==> src/rtl/pin_debounce_filter.sv <==
module pin_debounce_filter #(
  parameter int CNT_W = 4,
  parameter int UNIT0 = 2,
  parameter int UNIT1 = 8,
  parameter int UNIT2 = 512,
  parameter int UNIT3 = 2048
) (
  input  logic             clk,
  input  logic             rst_n,
  input  logic             tick_en,
  input  logic             pin_in,
  input  logic [CNT_W-1:0] tmr_count,
  input  logic             tb_large,
  input  logic             tb_unit,
  input  logic [1:0]       filt_mode,
  output logic             level_out
);
  localparam int PRE_W = $clog2(UNIT3);
  localparam int CFG_W = CNT_W + 4;

  logic             s1_q, s2_q, out_q;
  logic [PRE_W-1:0] pre_q, unit_last;
  logic [CNT_W-1:0] cnt_q;
  logic [CFG_W-1:0] cfg_q;
  logic [CFG_W-1:0] cfg_d;
  logic             cfg_chg, filt_on, differ, fast_pass, last_unit;

  always_comb begin
    case ({tb_large, tb_unit})
      2'b00:   unit_last = PRE_W'(UNIT0 - 1);
      2'b01:   unit_last = PRE_W'(UNIT1 - 1);
      2'b10:   unit_last = PRE_W'(UNIT2 - 1);
      default: unit_last = PRE_W'(UNIT3 - 1);
    endcase
  end

  assign cfg_d     = {filt_mode, tb_large, tb_unit, tmr_count};
  assign cfg_chg   = cfg_d != cfg_q;
  assign filt_on   = (filt_mode != 2'b00) && (tmr_count != '0);
  assign differ    = s2_q != out_q;
  assign fast_pass = (filt_mode == 2'b10 && !s2_q) || (filt_mode == 2'b11 && s2_q);
  assign last_unit = cnt_q == tmr_count - 1'b1;
  assign level_out = out_q;

  always_ff @(posedge clk or negedge rst_n) begin
    if (!rst_n) begin
      s1_q  <= 1'b0;
      s2_q  <= 1'b0;
      out_q <= 1'b0;
      pre_q <= '0;
      cnt_q <= '0;
      cfg_q <= '0;
    end else begin
      s1_q  <= pin_in;
      s2_q  <= s1_q;
      cfg_q <= cfg_d;
      if (cfg_chg || !filt_on || !differ || fast_pass) begin
        out_q <= s2_q;
        pre_q <= '0;
        cnt_q <= '0;
      end else if (tick_en) begin
        if (pre_q == unit_last) begin
          pre_q <= '0;
          if (last_unit) begin
            out_q <= s2_q;
            cnt_q <= '0;
          end else begin
            cnt_q <= cnt_q + 1'b1;
          end
        end else begin
          pre_q <= pre_q + 1'b1;
        end
      end
    end
  end

  a_r3_bypass_follows: assert property (@(posedge clk) disable iff (!rst_n)
    $past(!filt_on) |-> level_out == $past(s2_q));

  a_r5_change_on_tick: assert property (@(posedge clk) disable iff (!rst_n)
    ($past(filt_on && !cfg_chg && filt_mode == 2'b01) && !$stable(level_out)) |-> $past(tick_en));

  a_r6_match_clears: assert property (@(posedge clk) disable iff (!rst_n)
    $past(s2_q == out_q) |-> cnt_q == '0);

  a_r7_rise_on_tick: assert property (@(posedge clk) disable iff (!rst_n)
    ($past(filt_on && !cfg_chg && filt_mode == 2'b10) && $rose(level_out)) |-> $past(tick_en));

  a_r8_fall_on_tick: assert property (@(posedge clk) disable iff (!rst_n)
    ($past(filt_on && !cfg_chg && filt_mode == 2'b11) && $fell(level_out)) |-> $past(tick_en));

  a_r10_reload: assert property (@(posedge clk) disable iff (!rst_n)
    $past(cfg_chg) |-> (level_out == $past(s2_q) && cnt_q == '0));
endmodule

==> config.mk <==
export PLATFORM = sky130hd
export DESIGN_NAME = pin_debounce_filter
export DESIGN_NICKNAME = d
export VERILOG_FILES = /design/src/rtl/pin_debounce_filter.sv
export SDC_FILE = /design/constraint.sdc
export NUM_CORES = 1
export LEC_CHECK = 0
export BUFFER_PORTS_ARGS = -buffer_cell sky130_fd_sc_hd__buf_2
export CAP_MARGIN = 5
export CORE_MARGIN = 1.5
export CORE_UTILIZATION = 50
export DETAILED_ROUTE_END_ITERATION = 12
export PLACE_DENSITY = 0.69
export SLEW_MARGIN = 20
export SYNTH_ARGS = -nofsm -noshare
export SYNTH_HDL_FRONTEND = slang
export SYNTH_SLANG_ARGS = --single-unit
export TNS_END_PERCENT = 30
==> constraint.sdc <==
create_clock -name clk -period 2.2 [get_ports clk]
set_input_delay 0.11 -clock clk [delete_from_list [all_inputs] [get_ports clk]]
set_output_delay 0.11 -clock clk [all_outputs]
set_load 0.01 [all_outputs]
==> impl_metrics.ini <==
[timing]
period_share_pct = 89.3
setup_slack_ns = 0.235
setup_viol = 0
hold_ws_ns = 0.161
maxSlewHeadroom_pct = 61.8
finalCriticalPeriod_ns = 1.96
drv_slew = 0
clock_skew_ns = 0.00315
hold_viol = 0
rsz0062_at_grt = no
worst_pin_slew_ns = 0.573
setup_tns_ns = 0
max_freq_mhz = 509

[pwr]
leakage_nw = 0.708
vdd_ir_drop_max_mv = 0.279
power_per_cell_area_nw_per_um2 = 529

[die]
rows = 19
die_area_um2 = 3320
ios = 13
die_x_um = 57.6
die_height_um = 57.6
core_um2 = 2810
start_util_pct = 53.2

[placed_design]
dp.cells = 189
dp_hpwl_um = 2160
gp_congestion = 0.848
pre_cts_ws_ns = 0.348
io_buffers = 12
place_area_um2 = 1570

[route]
vias = 1172
drt-total-wl_um = 2970
drc_errors = 2
drtPass1Iterations = 8
viasPerCell = 5.77
avgRoutedWirePerCell_um = 14.6
ant_nets = 0
drt_iter0_drc = 28

[status]
violations = design-rule violations
status = complete, but fails checks

[clocking]
cts_buffers = 3
clkTransAtPathRegs_ns = 0.14
cts_max_path_buffers = 2
root_buffer = clkbuf_4
htreeDepth = 1
cts_tree = built
cts_sinks = 26
cts.repair.resized = 0
cts_setup_buffers = 0
clk_latency_ns = 0.32

[worst_setup_path]
crit_path_max_fanout = 7
startpoint_type = input port
arrival_ns = 2.19
worstSetupPathType = in2reg
cp-end-kind = register
required_ns = 2.42

[grt]
grt_overflow = 0
grt_max_degree = 27
grt_pass1_vias = 1173
track_usage_pct = 20.5
grt_pass1_wl_um = 5280
antenna_found_initial = 0

[synth]
syn_inst = 150
seq_area_frac_synth_pct = 43.6
avgSynthCellArea_um2 = 9.95
synth-seq-cells = 26
syn_area_um2 = 1490
synth.distinct_cells = 46
synth_fp_nets = 166
yosysWarnings = 0

[layout]
layout-drive-gt1-share_pct = 15.7
final_cells = 203
layout.nets = 189
area.growth.synth_to_final_pct = 15.3
final_area_um2 = 1720
antennaDiodeCount = 0

[worst_hold_path]
hold_path.class = in2reg

[run]
drv_cap = 0
metal layers:
metal	vias up	part of all wire [%]	track usage [%]
li1	588	-	-
met4	0	0.81	6.31
met2	13	52	36.4
met5	-	0	0
met3	4	2.0	2.90
met1	567	46	25.8
synth_stat cells (all sizes together):
library cell	n	share of area [%]
dfrtp	26	44
nand2	17	4.3
xnor2	11	6.5
a21oi	9	3.0
nor2	9	2.3
nand3	6	2.0
nand4	6	2.9
inv	5	1.3
o21ai	5	1.7
a311oi	4	2.8
ha	4	3.4
xor2	4	2.3
and4	3	2.0
buf	3	1.3
nand2b	3	1.3
nand3b	3	1.5
a21boi	2	1.8
a21o	2	1.0
a31oi	2	0.84
and2	2	0.84
and3	2	0.84
mux2	2	1.8
nor2b	2	0.84
nor3	2	0.67
nor4	2	0.84
a211oi	1	0.84
a221oi	1	0.59
a22oi	1	0.50
a41oi	1	0.59
clkbuf	1	0.25
nand4b	1	0.59
nor3b	1	0.50
o2111ai	1	1.0
o211ai	1	0.84
o2bb2ai	1	0.59
o31ai	1	0.84
or2	1	0.42
or3	1	0.42
or3b	1	0.59
placed cells by master (no fill, tap or decap), types with 2 or more instances in the layout:
master         count
dfrtp_1           26
nand2_1           17
buf_2             12
xnor2_1           11
dlygate4sd3_1     10
a21oi_1            9
nor2_1             9
nand3_1            6
inv_1              5
nand4_1            5
o21ai_0            5
xor2_1             4
ha_1               4
nand2b_1           3
nand3b_1           3
a311oi_1           3
clkbuf_4           3
nor3_1             2
nor4_1             2
a21o_1             2
nor2b_1            2
and3_1             2
and2_1             2
a31oi_1            2
kinds of logic after synthesis:
kind of cell | synth area share (%)
AO/OA/AOI/OAI | 16.8
XOR/XNOR | 8.80
adder cells (fa/ha/maj) | 3.35
buffers and inverters | 2.85
flip-flops | 43.6
multiplexers | 1.76
AND/OR/NAND/NOR | 22.8
path summary, 6_finish.rpt:
check | startpoint | endpoint | slack [ns] | depth (start not counted)
max | tmr_count[0] | level_out | 0.24 | 9
min | tick_en | pre_q[1] | 0.16 | 3
max reg2reg | pre_q[8] | level_out | 0.34 | 5
min reg2reg | s1_q | s2_q | 0.37 | 0
max in group asynchronous | rst_n | pre_q[4] | 1.53 | 2
min in group asynchronous | rst_n | cnt_q[0] | 0.30 | 2
worst max-delay path, cell delays in order:
cell and delay [ns]:
dlygate4sd3_1 0.51, buf_2 0.15, inv_1 0.08, ha_1 0.21, xor2_1 0.15, xnor2_1 0.18
o2111ai_2 0.24, o211ai_2 0.25, mux2_4 0.31
area by class of cell:
class,instances,area (µm²)
clock buffers,3,22.5
clock inverters,1,30.0
fillers,262,1080
inverters,5,18.8
multi-input cells,115,800
flip-flops and latches,26,651
well taps,31,38.8
repair buffers,22,160
registers in the layout, indices dropped and copies added (netlist names):
name / flops
pre_q: 11
s1_q: 1
level_out: 1
cfg_q: 8
s2_q: 1
cnt_q: 4
metrics by stage:
stage	power (mW)	util, %
after floorplan	0.546	-
after CTS	0.921	61.3
final	0.911	61.3
after global routing	0.948	61.3
after global placement	0.579	55.9
after detailed placement	0.583	55.9
report_power, final:
| group | leakage (nW) | total [mW] | switching, mW | internal, mW |
|---|---|---|---|---|
| sequential | 0.338 | 0.494 | 0.00588 | 0.488 |
| clock | 0.0279 | 0.326 | 0.141 | 0.184 |
| combinational | 0.342 | 0.0913 | 0.0490 | 0.0422 |
what timing repair did:
action                                  CTS  global route
endpoints found under the hold margin    35             0
endpoints found under the setup margin    0             0
hold buffers                             10             0
No activity file was read; power rests on OpenSTA's default activity.
